## src/rtl/l2rb_pkg.sv

```systemverilog
package l2rb_pkg;
  typedef enum logic {ST_IDLE, ST_RUN} seq_state_e;

  typedef struct packed {
    logic       async_m;
    logic       slow;
    logic       spec;
    logic       pipe;
    logic [1:0] hdly;
  } burst_cfg_t;

  function automatic logic [1:0] hit_delay(input logic [1:0] code);
    return (code == 2'd0) ? 2'd1 : code;
  endfunction
endpackage

```

## src/rtl/l2rb_timing.sv

```systemverilog
module l2rb_timing
  import l2rb_pkg::*;
#(
  parameter int CNT_W = 4,
  parameter int BEATS = 4
) (
  input  burst_cfg_t       cfg_i,
  input  logic [CNT_W-1:0] edge_i,
  output logic             hit_edge_o,
  output logic             beat_edge_o,
  output logic             done_edge_o
);
  logic [CNT_W-1:0] d, os, acc, flr, first, gap, last, off;
  logic             short_floor;

  always_comb begin
    d           = CNT_W'(hit_delay(cfg_i.hdly));
    os          = cfg_i.spec ? '0 : d;
    acc         = os + CNT_W'(1) + CNT_W'(cfg_i.slow);
    // pipelined async burst in fast setting loses the extra clock
    short_floor = cfg_i.pipe && !cfg_i.slow;
    flr         = d + CNT_W'(1) + CNT_W'(cfg_i.async_m && !short_floor);
    first       = (acc > flr) ? acc : flr;
    gap         = cfg_i.async_m ? CNT_W'(2) : CNT_W'(1);
    last        = first + gap * CNT_W'(BEATS - 1);
    off         = edge_i - first;
    hit_edge_o  = (edge_i == d);
    beat_edge_o = (edge_i >= first) && (edge_i <= last) && (!cfg_i.async_m || !off[0]);
    done_edge_o = (edge_i == last + CNT_W'(1));
  end
endmodule

```

## src/rtl/l2rb_beat_ctr.sv

```systemverilog
module l2rb_beat_ctr #(
  parameter int BEATS  = 4,
  parameter int BEAT_W = 2
) (
  input  logic              clk_i,
  input  logic              rst_ni,
  input  logic              inc_i,
  output logic [BEAT_W-1:0] beat_o,
  output logic              last_o
);
  localparam logic [BEAT_W-1:0] LAST = BEAT_W'(BEATS - 1);

  logic [BEAT_W-1:0] beat_q;

  always_ff @(posedge clk_i or negedge rst_ni) begin
    if (!rst_ni)    beat_q <= '0;
    else if (inc_i) beat_q <= (beat_q == LAST) ? '0 : beat_q + BEAT_W'(1);
  end

  assign beat_o = beat_q;
  assign last_o = (beat_q == LAST);
endmodule

```

## src/rtl/l2_rdburst_seq.sv

```systemverilog
module l2_rdburst_seq
  import l2rb_pkg::*;
#(
  parameter int BEATS = 4
) (
  input  logic       clk_i,
  input  logic       rst_ni,
  input  logic       ts_i,
  input  logic       dbg_i,
  input  logic       hit_i,
  input  logic       async_mode_i,
  input  logic       slow_first_i,
  input  logic [1:0] hit_dly_i,
  output logic       oe_o,
  output logic       ta_o,
  output logic       adv_o,
  output logic [1:0] beat_o
);
  localparam int BEAT_W = $clog2(BEATS);
  localparam int CNT_W  = $clog2(2 * BEATS + 8);

  seq_state_e       state_q;
  burst_cfg_t       cfg_q;
  logic [CNT_W-1:0] cnt_q, edge_idx;
  logic             oe_q, ta_q;
  logic             hit_edge, beat_edge, done_edge, last_beat;
  logic             spec_now;
  logic [BEAT_W-1:0] beat;

  assign edge_idx = cnt_q + CNT_W'(1);
  assign spec_now = slow_first_i && dbg_i;

  l2rb_timing #(.CNT_W(CNT_W), .BEATS(BEATS)) u_timing (
    .cfg_i       (cfg_q),
    .edge_i      (edge_idx),
    .hit_edge_o  (hit_edge),
    .beat_edge_o (beat_edge),
    .done_edge_o (done_edge)
  );

  l2rb_beat_ctr #(.BEATS(BEATS), .BEAT_W(BEAT_W)) u_beat (
    .clk_i  (clk_i),
    .rst_ni (rst_ni),
    .inc_i  (ta_q),
    .beat_o (beat),
    .last_o (last_beat)
  );

  always_ff @(posedge clk_i or negedge rst_ni) begin
    if (!rst_ni) begin
      state_q <= ST_IDLE;
      cfg_q   <= '0;
      cnt_q   <= '0;
      oe_q    <= 1'b0;
      ta_q    <= 1'b0;
    end else if (state_q == ST_IDLE) begin
      ta_q <= 1'b0;
      if (ts_i) begin
        state_q <= ST_RUN;
        cnt_q   <= '0;
        cfg_q   <= '{async_m: async_mode_i, slow: slow_first_i, spec: spec_now,
                     pipe: 1'b0, hdly: hit_dly_i};
        oe_q    <= spec_now;
      end
    end else begin
      cnt_q <= edge_idx;
      if (hit_edge && !hit_i) begin
        state_q <= ST_IDLE;
        oe_q    <= 1'b0;
        ta_q    <= 1'b0;
      end else if (done_edge) begin
        ta_q <= 1'b0;
        if (ts_i) begin
          // follow-on burst starts on this edge
          cnt_q <= '0;
          cfg_q <= '{async_m: async_mode_i, slow: slow_first_i, spec: spec_now,
                     pipe: 1'b1, hdly: hit_dly_i};
          oe_q  <= spec_now;
        end else begin
          state_q <= ST_IDLE;
          oe_q    <= 1'b0;
        end
      end else begin
        if (hit_edge) oe_q <= 1'b1;
        ta_q <= beat_edge;
      end
    end
  end

  assign oe_o   = oe_q;
  assign ta_o   = ta_q;
  assign adv_o  = ta_q && !last_beat;
  assign beat_o = 2'(beat);
endmodule

```

## config.mk

```make
export PLATFORM = sky130hd
export DESIGN_NAME = l2_rdburst_seq
export DESIGN_NICKNAME = d
export VERILOG_FILES = /design/src/rtl/l2rb_pkg.sv /design/src/rtl/l2rb_timing.sv /design/src/rtl/l2rb_beat_ctr.sv /design/src/rtl/l2_rdburst_seq.sv
export SDC_FILE = /design/constraint.sdc
export NUM_CORES = 1
export LEC_CHECK = 0
export BUFFER_PORTS_ARGS = -buffer_cell sky130_fd_sc_hd__buf_2
export CAP_MARGIN = 10
export CORE_MARGIN = 4
export CORE_UTILIZATION = 45
export CTS_CLUSTER_DIAMETER = 100
export CTS_CLUSTER_SIZE = 10
export DETAILED_ROUTE_END_ITERATION = 6
export PLACE_DENSITY = 0.74
export RECOVER_POWER = 25
export SYNTH_ARGS = -nofsm -noshare
export SYNTH_HDL_FRONTEND = slang
export SYNTH_SLANG_ARGS = --single-unit
```

## constraint.sdc

```tcl
create_clock -name clk_i -period 5.08 [get_ports clk_i]
set_clock_uncertainty 0.05 [all_clocks]
set_input_delay 0 -clock clk_i [delete_from_list [all_inputs] [get_ports clk_i]]
set_output_delay 0 -clock clk_i [all_outputs]
set_load 0.01 [all_outputs]
```

==> impl_metrics.json, run 1 <==
{
  "antenna_found_initial": 0,
  "vias": 1072,
  "syn-cell-area_sq_mm": 0.00136,
  "post-route-period-util_pct": 96.8,
  "slew_headroom_pct": 42.2,
  "cts_buffers": 3,
  "cp.arrival_ps": 5040,
  "clk_path_buf_depth": 2,
  "hold_start": "dbg_i",
  "num_rows": 19,
  "synthSimpleGateAreaFrac_pct": 15.5,
  "synthFlopType": "dfrtp_1",
  "syn_to_final_growth_pct": 19.2,
  "synth-xor-area-share_pct": 9.94,
  "cp_max_fo": 5,
  "dr.pass1.iters": 4,
  "worstHoldPathType": "primary input to flip-flop",
  "ys_ff_latch": 15,
  "grt_pass1_vias": 1089,
  "start_kind": "flip-flop",
  "setup-tns-final_ps": 0,
  "finalCriticalPeriod_ps": 4920,
  "ys_types": 46,
  "grt_pass1_wl_microns": 4710,
  "drt-total-wl_microns": 2650,
  "dieWidth_microns": 63.0,
  "syn_nets": 163,
  "synth_fa_ha_area_share_pct": 18.6,
  "synth-compound-area-share_pct": 14.1,
  "yosysWarnings": 0,
  "worstReg2RegEnd": "cfg_q[0]",
  "die_area_sq_mm": 0.00397,
  "antenna_cells": 0,
  "muxShareOfSynthArea_pct": 9.48,
  "clk_latency_ps": 280,
  "slew_violations": 0,
  "max_freq_mhz": 203,
  "ys_seq_area_share_pct": 27.6,
  "cts_tree": "yes",
  "drive_gt1_share_pct": 26.6,
  "ant_nets": 0,
  "reg2reg_from": "cfg_q[1]",
  "synth_edf_count": 0,
  "finalHoldViolCount": 0,
  "cts_root_buf": "clkbuf_4",
  "drv_cap": 0,
  "critPathKind": "flip-flop to flip-flop",
  "end_kind": "flip-flop",
  "core_sq_mm": 0.00283,
  "synth_top_family_by_area": "adder cells",
  "worst-slew-pin-transition_ps": 860,
  "drc": 0,
  "grt_overflow": 0,
  "clock-sinks": 15,
  "die_y_microns": 63.0,
  "wl_per_cell_microns": 14.0,
  "status": "finished clean",
  "hold_path_end": "oe_o",
  "grt.total_usage_pct": 14.4,
  "cts.reportedPaths.clkPinSlew_ps": 80,
  "synth_area_per_cell_sq_um": 10.0,
  "r2r_setup_slack_ps": 160,
  "htree_levels": 1,
  "reg2reg_depth": 17,
  "worst_ep_required_time_ps": 5200,
  "layout_common_cells": "ha_1 (15), dfrtp_1 (15), buf_2 (12)",
  "whs_path_depth": 3,
  "start_util_pct": 48.1,
  "drt_iter0_drc": 11,
  "fin_nets": 186,
  "grt_max_degree": 16,
  "setup_viol": 0,
  "via_per_inst": 5.67,
  "io_pins": 14,
  "synth_cells": 136,
  "gp_congestion": 0.826,
  "async_reset_ff_share_pct": 100,
  "port_buffers": 13,
  "hpwl_microns": 2150
}
-- cells by family (layout without fill, tap and decap cells) --
kind of cell,after synthesis,after routing
compound gates,26,26
xor+xnor,13,13
fa+ha+maj,20,20
buf+inv,15,37
flops,15,15
mux,10,10
other cells,1,1
simple gates,36,36
-- synthesized netlist by cell type, types with 2 or more instances --
library cell  instances  share of area [%]
a211oi_1              2                1.1
a21oi_1               5                1.8
a22oi_1               2                1.1
buf_2                 4                1.5
dfrtp_1              15                 28
ha_1                 17                 16
inv_1                10                2.8
maj3_1                2                1.5
mux2_2                3                2.5
mux2_4                5                5.5
mux2i_1               2                1.5
nand2_1               4                1.1
nand2b_1              2               0.92
nand4_1               2               0.92
nor2_1                5                1.4
nor2b_1               4                1.8
nor3_1                7                2.6
nor4_1                2               0.92
o21a_1                5                2.8
o21ai_0               3                1.1
xnor2_1               4                2.6
xor2_1                7                4.5
-- worst max-delay path by stage --
stage | start | end | slack, ps | cells past startpoint
floorplan | cfg_q[1] | cfg_q[0] | 150 | 18
global placement | cfg_q[1] | cfg_q[4] | 120 | 17
detailed placement | cfg_q[1] | cfg_q[3] | -20 | 17
CTS | cfg_q[1] | cfg_q[0] | 40 | 17
global route | cfg_q[1] | cfg_q[0] | -2 | 17
finish | cfg_q[1] | cfg_q[0] | 160 | 17
-- worst max-delay path, cell delays in order, from the launching register on --
cell,delay (ps)
dfrtp_1,380
nor2b_1,140
or2_2,310
ha_4,230
ha_1,290
nor2_1,50
maj3_1,360
a22oi_2,250
mux2_4,340
ha_1,270
inv_1,70
fa_2,480
or3b_1,390
nor4_2,190
nor3_1,150
o41ai_4,340
nand2_2,180
mux2_4,330
-- repair_timing --
item,in CTS,in global routing
buffers inserted,0,1
resized for setup,2,10
hold buffers,6,0
gates cloned,0,0
pin swaps,0,7
endpoints found under the setup margin,5,10
hold endpoints to repair,23,0
-- state kept, by name, summed over array words and instances (netlist names) --
register and cells:
cfg_q 6, cnt_q 4, u_beat.beat_o 2, oe_o 1, state_q 1, ta_o 1
-- stage by stage --
step	cell area, sq um	hold WS (ps)	cells	util (%)	setup WS, ps
2_1_floorplan	1360	-346	136	-	155
3_3_place_gp	1460	-140	178	51.7	115
3_5_place_dp	1460	-133	178	51.7	-21.7
4_1_cts	1560	63.3	188	55.2	42.3
5_1_grt	1620	85.7	189	57.3	-1.87
6_report	1620	55.3	189	57.3	164
-- area by class of cell --
cell class,instances,area (sq um)
inverter,10,37.5
sequential,15,375
fill,241,1210
tap,31,38.8
timing repair buffer,23,154
clock buffer,4,26.3
multi-input combinational,106,990
-- metal layers --
| layer | track usage [%] | share of wire [%] | vias to the layer above | routed length (microns) |
|---|---|---|---|---|
| met3 | 3.24 | 4.1 | 0 | 108 |
| met4 | 0 | 0 | 0 | 0 |
| met2 | 26.7 | 52 | 17 | 1390 |
| met5 | 0 | 0 | - | 0 |
| met1 | 17.8 | 44 | 516 | 1160 |
| li1 | - | - | 539 | - |
Power of run 1 is not shown: default switching activity piles up to over one toggle a cycle in this logic, so the estimate is an artifact.
==> run 2, diff against run 1 <==
GPL_TIMING_DRIVEN = 0   (was not set)
RECOVER_POWER = 50   (was 25)
REMOVE_ABC_BUFFERS = 1   (was not set)
==> run 2 against run 1 <==
Compared with the run above: sequential share of layout area down 0.077 points; routed wire length is 8.5% higher; count of clock-buffer cells in the layout unchanged; cell count stayed put; die area unchanged; maximum frequency shrank 0.81%; critical path type unchanged.
==> impl_metrics.json, run 2 (synthesis results as in run 1) <==
{
  "status": "finished clean",
  "wl_per_cell_microns": 15.2,
  "drt-total-wl_microns": 2880,
  "grt_max_degree": 16,
  "die_y_microns": 63.0,
  "num_rows": 19,
  "syn_to_final_growth_pct": 20.4,
  "core_sq_mm": 0.00283,
  "die_area_sq_mm": 0.00397,
  "grt_pass1_vias": 1159,
  "start_util_pct": 48.1,
  "worst_ep_required_time_ps": 5200,
  "layout_common_cells": "ha_1 (14), dfrtp_1 (13), inv_1 (10), buf_2 (10), xor2_1 (7)",
  "top_register": "cfg_q",
  "setup_viol": 0,
  "dr.pass1.iters": 2,
  "critPathKind": "flip-flop to flip-flop",
  "drc": 0,
  "worstHoldPathType": "primary input to flip-flop",
  "max_freq_mhz": 202,
  "grt_pass1_wl_microns": 4760,
  "cts_tree": "yes",
  "hpwl_microns": 2090,
  "layout_commonest_cell": "ha_1",
  "drv_cap": 0,
  "cts_root_buf": "clkbuf_4",
  "grt_overflow": 0,
  "drt_iter0_drc": 43,
  "worst-slew-pin-transition_ps": 842,
  "cp.arrival_ps": 5070,
  "drive_gt1_share_pct": 27.2,
  "fin_nets": 186,
  "gp_congestion": 0.774,
  "ant_nets": 0,
  "end_kind": "flip-flop",
  "layout_setup_ws_ps": 124,
  "cts.reportedPaths.clkPinSlew_ps": 80,
  "place_ws_ps": -289,
  "vias": 1098,
  "antenna_found_initial": 0,
  "grt.total_usage_pct": 14.7,
  "start_kind": "flip-flop",
  "clk_path_buf_depth": 2,
  "htree_levels": 1,
  "cp_max_fo": 5,
  "port_buffers": 13,
  "clk_latency_ps": 280,
  "finalHoldViolCount": 0,
  "io_pins": 14,
  "slew_violations": 0,
  "via_per_inst": 5.81,
  "r2r_setup_slack_ps": 120,
  "antenna_cells": 0,
  "finalCriticalPeriod_ps": 4960,
  "dieWidth_microns": 63.0,
  "cts_buffers": 3,
  "largest_reg_flops": 6,
  "slew_headroom_pct": 43.4,
  "clock-sinks": 15,
  "post-route-period-util_pct": 97.6
}
## run 2: metal layers
layer	GRT usage (%)	up-vias	part of all wire (%)
met1	15.6	536	42
li1	-	539	-
met5	0	-	0
met4	5.79	0	1.4
met2	28.6	16	55
met3	1.98	7	2.1
## run 2: repair_timing
item	CTS	global route
pin swaps	2	3
endpoints found under the hold margin	23	0
gates resized for setup	6	9
buffers inserted	2	2
hold buffers	6	0
endpoints found under the setup margin	13	11
## run 2: final cells by class
cell class                 count  area (sq um)
fill                         235          1190
multi-input combinational    106          1010
sequential                    15           378
timing repair buffer          23           151
tap                           31          38.8
inverter                      10          37.5
clock buffer                   4          26.3
## run 2: through the flow
| step | instances | utilization, % | hold slack [ps] | instance area [sq um] | TNS, ps |
|---|---|---|---|---|---|
| after global routing | 189 | 57.9 | 103 | 1640 | -147 |
| after floorplan | 131 | - | -346 | 1340 | 0 |
| final | 189 | 57.9 | 103 | 1640 | 0 |
| after global placement | 175 | 50.9 | -139 | 1440 | -875 |
| after detailed placement | 175 | 50.9 | -130 | 1440 | -2150 |
| after CTS | 187 | 55.4 | 48.7 | 1570 | 0 |
## run 2: critical path, cell delays in order, from the launching register on
cell     delay [ps]
dfrtp_2         410
nor2b_1         140
or2_2           300
ha_4            240
ha_4            270
nor2_1           40
maj3_1          360
a22oi_2         190
mux2_2          380
ha_1            280
inv_1            50
fa_2            560
xor2_1          190
xnor2_1          90
or3_4           400
o41ai_4         360
nand2_2         190
mux2_4          340
## run 2: final timing paths
| path | from | endpoint | cells after the start |
|---|---|---|---|
| setup / recovery | cfg_q[1] | cfg_q[5] | 17 |
| hold / removal | hit_i | state_q | 3 |
| setup reg to reg | cfg_q[1] | cfg_q[5] | 17 |
| hold reg to reg | cfg_q[4] | cfg_q[4] | 1 |
| max in group asynchronous | rst_ni | cfg_q[0] | 2 |
| min in group asynchronous | rst_ni | cnt_q[3] | 2 |
Power of run 2 is left out for the same reason.
==> run 3, diff against run 2 <==
BUFFER_PORTS_ARGS = -buffer_cell sky130_fd_sc_hd__buf_4   (was -buffer_cell sky130_fd_sc_hd__buf_2)
CAP_MARGIN = 15   (was 10)
==> run 3 against run 2 <==
Compared with the run above: routed wire length hardly changed; cell area is 3.1% higher; critical path depth stayed put; cell count is 1.1% lower; sequential cell count stayed put; die area stayed put; via count is 3.5% lower; count of clock-buffer cells in the layout stayed put; utilization is 1.8 points higher; register-to-register slack worse by 40 ps.
==> impl_metrics.json, run 3 (synthesis results as in run 1) <==
{
  "status": "finished clean",
  "dieWidth_microns": 63.0,
  "r2r_setup_slack_ps": 90,
  "finalHoldViolCount": 0,
  "grt.total_usage_pct": 14.1,
  "fin_nets": 184,
  "setup_viol": 0,
  "grt_pass1_vias": 1055,
  "end_kind": "flip-flop",
  "finalCriticalPeriod_ps": 4990,
  "start_kind": "flip-flop",
  "cp_max_fo": 5,
  "worst-slew-pin-transition_ps": 849,
  "top_register": "cfg_q",
  "multi_input_area_sq_mm": 0.00103,
  "regArea_sq_um": 378,
  "layout_setup_ws_ps": 86.4,
  "slew_headroom_pct": 43.0,
  "io_pins": 14,
  "syn_to_final_growth_pct": 24.1,
  "cp.arrival_ps": 5110,
  "hpwl_microns": 2040,
  "dr.pass1.iters": 4,
  "drt-total-wl_microns": 2870,
  "grt_overflow": 0,
  "whs_path_depth": 3,
  "worstReg2RegEnd": "cfg_q[3]",
  "reg2reg_from": "cfg_q[1]",
  "layout_common_cells": "ha_1 (14), dfrtp_1 (13), buf_4 (12)",
  "place_ws_ps": -251,
  "antenna_cells": 0,
  "drc": 0,
  "layout_commonest_cell": "ha_1",
  "core_sq_mm": 0.00283,
  "utilization_pct": 59.7,
  "cts_root_buf": "clkbuf_4",
  "largest_reg_flops": 6,
  "critPathKind": "flip-flop to flip-flop",
  "clock-sinks": 15,
  "cts_buffers": 3,
  "clk_path_buf_depth": 2,
  "htree_levels": 1,
  "slew_violations": 0,
  "num_rows": 19,
  "via_per_inst": 5.67,
  "start_util_pct": 48.1,
  "cts.reportedPaths.clkPinSlew_ps": 80,
  "grt_pass1_wl_microns": 4520,
  "worst_ep_required_time_ps": 5200,
  "drive_gt1_share_pct": 28.2,
  "hold_start": "dbg_i",
  "worstHoldPathType": "primary input to flip-flop",
  "setup-tns-final_ps": 0,
  "grt_max_degree": 16,
  "post-route-period-util_pct": 98.3,
  "reg2reg_depth": 17,
  "drv_cap": 0,
  "die_area_sq_mm": 0.00397,
  "ant_nets": 0,
  "fillers": 229,
  "die_y_microns": 63.0,
  "cts_tree": "yes",
  "wl_per_cell_microns": 15.4,
  "max_freq_mhz": 200,
  "port_buffers": 13,
  "vias": 1060,
  "drt_iter0_drc": 53,
  "clk_latency_ps": 280,
  "antenna_found_initial": 0,
  "hold_path_end": "oe_o",
  "gp_congestion": 0.772
}
==> run 3: changes by cell type in the layout (fill, tap and decap cells not counted), sizes merged <==
cell    change
clkbuf      -1
buf         -1
==> run 3: per-stage QoR <==
step | instance area, sq um | hold slack [ps] | std cells
CTS | 1590 | 46.4 | 186
global route | 1690 | 92.1 | 187
global placement | 1470 | -191 | 175
floorplan | 1340 | -346 | 131
detailed placement | 1470 | -186 | 175
finish | 1690 | 73.1 | 187
==> run 3: timing repair <==
action | CTS | global route
setup endpoints to repair | 13 | 11
resized for setup | 5 | 14
pin swaps | 1 | 7
cloned | 0 | 0
buffers inserted | 1 | 1
hold endpoints to repair | 23 | 0
hold buffers | 6 | 0
==> run 3: area by class of cell <==
type,count,area share (%)
Tap cell,31,2.30
Sequential cell,15,22.4
Timing Repair Buffer,21,10.5
Clock buffer,4,1.56
Inverter,10,2.22
Multi-Input combinational cell,106,61.0
==> run 3: metal layers <==
metal	share of wire [%]	up-vias	track usage [%]
met3	2.6	9	1.80
li1	-	528	-
met2	51	23	24.9
met1	43	500	17.3
met4	2.9	0	4.96
met5	0	-	0
==> run 3: how the worst max path moves through the flow <==
stage | start | end | slack [ps] | depth (start not counted)
4_1_cts | cfg_q[0] | cfg_q[5] | 5 | 17
6_report | cfg_q[1] | cfg_q[3] | 90 | 17
3_3_place_gp | cfg_q[1] | cfg_q[3] | -160 | 17
5_1_grt | cfg_q[0] | cfg_q[3] | -130 | 18
3_5_place_dp | cfg_q[1] | cfg_q[5] | -250 | 17
2_1_floorplan | cfg_q[1] | cfg_q[0] | 200 | 17
==> run 3: worst max-delay path: stages, from the launching register on <==
cell and delay [ps]:
dfrtp_2 410, nor2b_1 150, or2_4 240, ha_4 230, ha_4 270, nor2_1 60
maj3_1 380, a22oi_2 220, mux2_4 330, ha_1 280, inv_1 70, fa_2 470
or3b_4 430, nor4_4 340, nor3_4 90, o41ai_4 360, nand2_2 180, mux2_4 330
Power of run 3 is left out for the same reason.
